$ cat src/rtl/echo_pkg.sv
package echo_pkg;

    localparam int BYTE_W   = 8;
    localparam int CASE_BIT = 5;

    typedef logic [BYTE_W-1:0] byte_t;

    localparam byte_t UPPER_FIRST = 8'h41;
    localparam byte_t UPPER_LAST  = 8'h5A;
    localparam byte_t LOWER_FIRST = 8'h61;
    localparam byte_t LOWER_LAST  = 8'h7A;

    typedef enum logic [1:0] {
        ST_IDLE = 2'd0,
        ST_CAPT = 2'd1,
        ST_SEND = 2'd2
    } echo_st_e;

    // One-entry holding slot: occupancy flag plus byte
    typedef struct packed {
        logic  vld;
        byte_t dat;
    } slot_t;

    function automatic logic is_alpha(byte_t b);
        return ((b >= UPPER_FIRST) && (b <= UPPER_LAST)) ||
               ((b >= LOWER_FIRST) && (b <= LOWER_LAST));
    endfunction

    function automatic byte_t flip_case(byte_t b);
        byte_t r;
        r = b;
        if (is_alpha(b)) begin
            r[CASE_BIT] = ~b[CASE_BIT];
        end
        return r;
    endfunction

endpackage

$ cat src/rtl/rst_edge_pulse.sv
module rst_edge_pulse #(
    parameter bit RISING = 1'b1
) (
    input  logic clk,
    input  logic rst,
    input  logic level_i,
    output logic pulse_o
);

    logic prev_q;
    logic pulse_q;
    logic edge_seen;

    generate
        if (RISING) begin : g_rise
            assign edge_seen = level_i & ~prev_q;
        end else begin : g_fall
            assign edge_seen = ~level_i & prev_q;
        end
    endgenerate

    always_ff @(posedge clk) begin
        if (rst) begin
            prev_q  <= 1'b0;
            pulse_q <= 1'b0;
        end else begin
            prev_q  <= level_i;
            pulse_q <= edge_seen;
        end
    end

    assign pulse_o = pulse_q;

endmodule

$ cat src/rtl/case_xform.sv
module case_xform
    import echo_pkg::*;
#(
    parameter bit FLIP_EN = 1'b1
) (
    input  byte_t din,
    output byte_t dout
);

    generate
        if (FLIP_EN) begin : g_flip
            assign dout = flip_case(din);
        end else begin : g_pass
            assign dout = din;
        end
    endgenerate

endmodule

$ cat src/rtl/echo_fsm.sv
module echo_fsm
    import echo_pkg::*;
(
    input  logic  clk,
    input  logic  rst,
    input  logic  kill_i,
    input  byte_t rx_data_i,
    input  logic  rx_valid_i,
    output logic  rx_ready_o,
    output byte_t tx_data_o,
    output logic  tx_valid_o,
    input  logic  tx_ready_i
);

    echo_st_e state_q, state_d;
    slot_t    slot_q, slot_d;
    logic     take_rx;
    logic     give_tx;

    assign rx_ready_o = (state_q == ST_CAPT) & ~kill_i;
    assign tx_valid_o = slot_q.vld & ~kill_i;
    assign tx_data_o  = slot_q.dat;

    assign take_rx = rx_ready_o & rx_valid_i;
    assign give_tx = tx_valid_o & tx_ready_i;

    always_comb begin
        state_d = state_q;
        slot_d  = slot_q;
        unique case (state_q)
            ST_IDLE: begin
                if (rx_valid_i) begin
                    state_d = ST_CAPT;
                end
            end
            ST_CAPT: begin
                if (take_rx) begin
                    slot_d.vld = 1'b1;
                    slot_d.dat = rx_data_i;
                    state_d    = ST_SEND;
                end else begin
                    state_d = ST_IDLE;
                end
            end
            ST_SEND: begin
                if (give_tx) begin
                    slot_d.vld = 1'b0;
                    state_d    = ST_IDLE;
                end
            end
            default: begin
                state_d = ST_IDLE;
                slot_d  = '0;
            end
        endcase
    end

    always_ff @(posedge clk) begin
        if (rst || kill_i) begin
            state_q <= ST_IDLE;
            slot_q  <= '0;
        end else begin
            state_q <= state_d;
            slot_q  <= slot_d;
        end
    end

endmodule

$ cat src/rtl/case_echo_ctrl.sv
module case_echo_ctrl
    import echo_pkg::*;
#(
    parameter bit FLIP_EN    = 1'b1,
    parameter bit RST_RISING = 1'b1
) (
    input  logic       clk,
    input  logic       rst,
    input  logic       btn_rst_level,
    input  logic [7:0] rx_data,
    input  logic       rx_valid,
    output logic       rx_ready,
    output logic [7:0] tx_data,
    output logic       tx_valid,
    input  logic       tx_ready,
    output logic       soft_rst
);

    byte_t xf_data;
    byte_t held_data;
    logic  pulse;

    rst_edge_pulse #(
        .RISING (RST_RISING)
    ) u_rst_edge (
        .clk     (clk),
        .rst     (rst),
        .level_i (btn_rst_level),
        .pulse_o (pulse)
    );

    case_xform #(
        .FLIP_EN (FLIP_EN)
    ) u_xform (
        .din  (rx_data),
        .dout (xf_data)
    );

    echo_fsm u_fsm (
        .clk        (clk),
        .rst        (rst),
        .kill_i     (pulse),
        .rx_data_i  (xf_data),
        .rx_valid_i (rx_valid),
        .rx_ready_o (rx_ready),
        .tx_data_o  (held_data),
        .tx_valid_o (tx_valid),
        .tx_ready_i (tx_ready)
    );

    assign tx_data  = held_data;
    assign soft_rst = pulse;

endmodule

$ cat config.mk
export PLATFORM = sky130hd
export DESIGN_NAME = case_echo_ctrl
export DESIGN_NICKNAME = d
export VERILOG_FILES = /design/src/rtl/echo_pkg.sv /design/src/rtl/rst_edge_pulse.sv /design/src/rtl/case_xform.sv /design/src/rtl/echo_fsm.sv /design/src/rtl/case_echo_ctrl.sv
export SDC_FILE = /design/constraint.sdc
export NUM_CORES = 1
export LEC_CHECK = 0
export BUFFER_PORTS_ARGS = -buffer_cell sky130_fd_sc_hd__buf_4
export CAP_MARGIN = 20
export CORE_AREA = 2 2 42 44
export DETAILED_ROUTE_END_ITERATION = 10
export DIE_AREA = 0 0 44 46
export PLACE_DENSITY = 0.68
export REMOVE_ABC_BUFFERS = 1
export SLEW_MARGIN = 25
export SYNTH_ARGS = -nofsm -noshare
export SYNTH_HDL_FRONTEND = slang
export SYNTH_SLANG_ARGS = --single-unit
$ cat constraint.sdc
create_clock -name clk -period 1.35 [get_ports clk]
set_clock_uncertainty 0.1 [all_clocks]
set_input_delay 0.27 -clock clk [delete_from_list [all_inputs] [get_ports clk]]
set_output_delay 0.27 -clock clk [all_outputs]
set_load 0.01 [all_outputs]
==> results of run 1 <==
-- cell usage after synthesis --
cell       n
dfxtp_1   13
nor2_1    13
buf_4      8
a22oi_1    7
nor2b_1    5
o21ai_0    3
a21oi_1    2
buf_2      2
nand2_1    2
nor3b_1    2
a32oi_1    1
and3b_1    1
and3b_2    1
mux2i_1    1
nor4b_1    1
nor4bb_1   1
o211a_1    1
o21ai_1    1
or2_2      1
or4_4      1
-- layer usage --
layer  routed length [um]  GRT usage (%)  vias up  share of wire (%)
met1                  578          16.59      244                 46
met5                    0              0        -                  0
met3                   78          2.381        2                6.2
met4                    5          7.273        0               0.39
li1                     -              -      286                  -
met2                  603          22.65       15                 48
-- metrics by stage --
stage / util, % / cells
4_1_cts: 52.48 / 112
2_1_floorplan: - / 57
5_1_grt: 52.71 / 112
3_3_place_gp: 49.46 / 107
6_report: 52.71 / 112
3_5_place_dp: 49.46 / 107
-- registers in the layout, summed over array words and instances, names as in the netlist --
name,count
u_fsm.tx_data_o,8
u_rst_edge.prev_q,1
u_fsm.slot_q,1
u_fsm.state_q,2
u_rst_edge.pulse_o,1
-- final timing paths --
| check | slack [ns] | startpoint | endpoint | cells after the start |
|---|---|---|---|---|
| worst max-delay path | -0.04 | u_fsm.state_q[1] | u_fsm.tx_data_o[5] | 6 |
| worst min-delay path | 0.09 | rst | u_rst_edge.prev_q | 2 |
| worst max register to register | -0.04 | u_fsm.state_q[1] | u_fsm.tx_data_o[5] | 6 |
| worst min register to register | 0.29 | u_rst_edge.prev_q | u_rst_edge.pulse_o | 1 |
-- worst register-to-register path, cell delays in order (launching register included) --
cell      delay, ns
dfxtp_2        0.33
nor4bb_1       0.33
buf_4          0.18
buf_4          0.13
o211a_1        0.14
mux2i_1        0.06
nand2_1        0.06
-- layout make-up --
cell class	count	share of cell area, %
clock buffers	4	3.088
multi-input cells	44	32.21
flip-flops and latches	13	30.88
well taps	17	2.500
repair buffers	34	31.32
-- power breakdown --
group	internal, mW	switching [mW]
logic	0.0763	0.0528
clock network	0.114	0.119
registers	0.396	0.00612
total	0.586	0.178
-- logic make-up (layout without fill, tap and decap cells) --
kind of cell / after synthesis / in the layout / share of synthesized area, %
AND/OR/NAND/NOR: 28 / 28 / 26.31
AO/OA/AOI/OAI: 15 / 15 / 16.91
flip-flops: 13 / 13 / 43.42
buffers and inverters: 10 / 38 / 11.69
multiplexers: 1 / 1 / 1.670
-- repair_timing --
item                                    4_1_cts  5_1_grt
pin swaps                                     1        0
gates resized for setup                       5        1
hold buffers                                  0        0
cloned                                        0        0
endpoints found under the setup margin        9       12
endpoints found under the hold margin         0        0
buffers inserted                              1        0
==> flow_summary.ini, run 1 <==
[synth]
synth_top_area_cell = dfxtp_1
synth.avg_cell_area_um2 = 8.945
yosysWarningCount = 0
synth-seq-cells = 13
postSynthCellCount = 67
synthTopCellsByArea = dfxtp_1, buf_4, a22oi_1, nor2_1, nor2b_1
syn_area_um2 = 599.3
ys_seq_area_share_pct = 43.42
synth_top_area_share_pct = 43.42
yosys.cell_types.count = 20

[flow_run]
drv_cap = 0

[timing]
tightest_slew_ns = 0.5460
whs_ns = 0.09146
rsz0062_at_grt = yes
fin_crit_sh_pct = 102.8
finalSetupViolations = 3
final.setup.tns_ns = -0.07402
period_minus_slack_ns = 1.388
finalHoldViolCount = 0
fmax_mhz = 720.7
setup_ws_ns = -0.03763
slew_viol_final = 0
max-slew-margin-rel_pct = 63.35

[worst_setup_path]
cp_top_family = simple AND/OR/NAND/NOR gates
required_ns = 1.47
worstPathMaxFanout = 6
cp_common_cell = buf_4
cp_num_buf_inv = 2
worstSetupStartpointType = flop
critical_path_class = flop to flop
slowest_delay_ns = 0.33
path_cells = nor4bb_1, buf_4, buf_4, o211a_1, mux2i_1, nand2_1
arrival_ns = 1.51
endpoint_kind = flop
critical-path-slowest-cell = dfxtp_2

[grt]
grt-ovfl-total = 0
grt_use_total_pct = 13.58
grt_start_max_net_pins = 10
antenna_found_initial = 0
grt_pass1_wl_um = 2014
grt_pass1_vias = 503

[cells_and_area]
finalNetCount = 109
drive_gt1_share_pct = 45.26
area_delta_synth_final_pct = 41.96
layout_commonest_cell = buf_4
antenna_cells = 0
multiInputGateArea_um2 = 274.0
stdcell_area_um2 = 850.8
ff_latch_area_um2 = 262.8
fillers = 152
final_cell_mix = buf_4, nor2_1, dfxtp_1

[pwr]
p_total_mw = 0.7643
p_leak_nw = 0.4037
vdd_drop_max_uv = 593.8
pwr_density_cell_nw_per_um2 = 898.4

[min_path]
hp-class = primary input to flop

[outcome]
failed_checks = negative setup slack
status = complete, but fails checks

[placement]
placed_area_um2 = 798.3
gp_congestion = 0.7147
portBuffers = 23
hpwl_um = 967.3
pre_cts_ws_ns = -0.1778

[floorplanning]
pin_count = 24
die_w_um = 44
rows = 15
initial_utilization_pct = 37.13
core-area_um2 = 1614
die_h_um = 46
die_area_um2 = 2024

[routing]
vias = 547
drc = 0
ant_nets = 0
avgViaCountPerCell = 4.884
drt-initial-drc-count = 11
dr.pass1.iters = 4
wl_per_cell_um = 11.30
drt-total-wl_um = 1266

[clock_tree]
cts_tree = yes
cts_buffer_depth = 2
clk_pin_slew_worst_paths_ns = 0.08
h-tree-depth = 1
clock_sinks = 13
cts_made_buffers = 3
root_buffer = clkbuf_4
clock_latency_ns = 0.27
No activity file was read; power rests on OpenSTA's default activity.
==> inputs of run 2 (changes only) <==
--- a/config.mk
+++ b/config.mk
@@ -7,10 +7,10 @@
 export LEC_CHECK = 0
 export BUFFER_PORTS_ARGS = -buffer_cell sky130_fd_sc_hd__buf_4
 export CAP_MARGIN = 20
-export CORE_AREA = 2 2 42 44
+export CORE_AREA = 2 2 40 42
 export DETAILED_ROUTE_END_ITERATION = 10
-export DIE_AREA = 0 0 44 46
-export PLACE_DENSITY = 0.68
+export DIE_AREA = 0 0 42 44
+export PLACE_DENSITY = 0.72
 export REMOVE_ABC_BUFFERS = 1
 export SLEW_MARGIN = 25
 export SYNTH_ARGS = -nofsm -noshare
==> constraint.sdc (replaced) <==
create_clock -name clk -period 1.5 [get_ports clk]
set_clock_uncertainty 0.1 [all_clocks]
set_input_delay 0.3 -clock clk [delete_from_list [all_inputs] [get_ports clk]]
set_output_delay 0.3 -clock clk [all_outputs]
set_load 0.01 [all_outputs]
==> flow_summary.ini, run 2 (synthesis gave the netlist of run 1 again) <==
[routing]
avgViaCountPerCell = 4.888
wl_per_cell_um = 10.78
drt-total-wl_um = 1153
drc = 0
ant_nets = 0
drt-initial-drc-count = 6
dr.pass1.iters = 4
vias = 523

[worst_setup_path]
worstSetupStartpointType = flop
slowest_delay_ns = 0.31
required_ns = 1.10
path_cells = buf_4, nor3b_2, buf_4
endpoint_kind = output pin
critical-path-slowest-cell = dfxtp_1
worstPathMaxFanout = 6
critical_path_class = flop to output pin
cp_common_cell = buf_4
cp_num_buf_inv = 2
arrival_ns = 1.01
cp_top_family = flip-flops

[clock_tree]
root_buffer = clkbuf_4
h-tree-depth = 1
post_cts_resized = 0
post_cts_buffers = 0
cts_made_buffers = 3
cts_buffer_depth = 2
clk_pin_slew_worst_paths_ns = 0.07
clock_latency_ns = 0.27
postCtsHoldBufs = 0
cts_tree = yes
clock_sinks = 13

[floorplanning]
rows = 14
die_area_um2 = 1848
die_h_um = 44
die_w_um = 42
pin_count = 24
core-area_um2 = 1419
initial_utilization_pct = 42.24

[grt]
grt_pass1_wl_um = 1973
grt-ovfl-total = 0
grt_start_max_net_pins = 12
grt_use_total_pct = 14.29
grt_pass1_vias = 473
antenna_found_initial = 0

[cells_and_area]
finalNetCount = 105
fillers = 132
final_cell_mix = buf_4, nor2_1, dfxtp_1
antenna_cells = 0
drive_gt1_share_pct = 40.66
largest_reg_flops = 8
instances_no_fill = 107
fin_util_pct = 56.79
area_delta_synth_final_pct = 34.45
layout_commonest_cell = buf_4

[pwr]
pwr_density_cell_nw_per_um2 = 835.8
seqPwrFrac_pct = 53.8
comb_power_share_pct = 15.4
p_sw_mw = 0.1545
p_int_mw = 0.5190
vdd_drop_max_uv = 529.6
pwr-share-clk_pct = 30.8
p_leak_nw = 0.3791
power.share.switching_pct = 22.94

[timing]
fin_crit_sh_pct = 93.98
fmax_mhz = 709.4
final.setup.tns_ns = 0
period_minus_slack_ns = 1.410
slew_viol_final = 0
max-slew-margin-rel_pct = 63.61
finalHoldViolCount = 0
finalSetupViolations = 0
tightest_slew_ns = 0.5423
rsz0062_at_grt = yes

[placement]
placedCellCount = 103
hpwl_um = 876.1
gp_congestion = 0.7050
portBuffers = 23

[outcome]
status = finished, final reports clean

[flow_run]
drv_cap = 0

[min_path]
hp-class = primary input to flop
run 2: path summary, 6_finish.rpt:
kind,from,to,slack (ns),cells past startpoint
setup / recovery,u_fsm.state_q[0],rx_ready,0.09,3
hold / removal,rst,u_rst_edge.prev_q,0.12,2
setup reg to reg,u_rst_edge.pulse_o,u_fsm.tx_data_o[0],0.16,4
hold reg to reg,u_rst_edge.prev_q,u_rst_edge.pulse_o,0.29,1
run 2: through the flow:
stage | hold slack, ns | worst slack (ns) | area, um^2 | power [mW]
3_5_place_dp | 0.2782 | -0.05336 | 774.5 | 0.4739
4_1_cts | 0.1109 | 0.02266 | 800.8 | 0.6843
6_report | 0.1226 | 0.09033 | 805.8 | 0.6735
2_1_floorplan | 0.2674 | -0.4026 | 529.3 | 0.4098
5_1_grt | 0.1246 | -0.01501 | 805.8 | 0.7154
3_3_place_gp | 0.2699 | -0.04000 | 774.5 | 0.4730
run 2: power groups by stage:
stage / Combinational, mW / Sequential [mW] / Clock, mW
floorplan: 0.0355 / 0.374 / 0
global placement: 0.103 / 0.370 / 0
detailed placement: 0.104 / 0.370 / 0
CTS: 0.104 / 0.362 / 0.218
global route: 0.115 / 0.364 / 0.237
finish: 0.104 / 0.362 / 0.207
run 2: worst register-to-register path, cell delays in order (launching register included):
cell     delay (ns)
dfxtp_1        0.42
nor2b_1        0.07
o21ai_1        0.44
a22oi_1        0.13
nor2_1         0.12
run 2: cell type report:
class / count / area [um^2] / area share [%]
clock buffer: 4 / 26.28 / 3.261
multi-input combinational: 44 / 274.0 / 34.01
sequential: 13 / 260.3 / 32.30
tap: 16 / 20.02 / 2.484
timing repair buffer: 30 / 225.2 / 27.95
run 2: layer usage:
layer | part of all wire (%) | track usage, %
met1 | 47 | 18.67
met2 | 46 | 21.25
met3 | 6.6 | 2.917
met4 | 0.35 | 9.677
met5 | 0 | 0
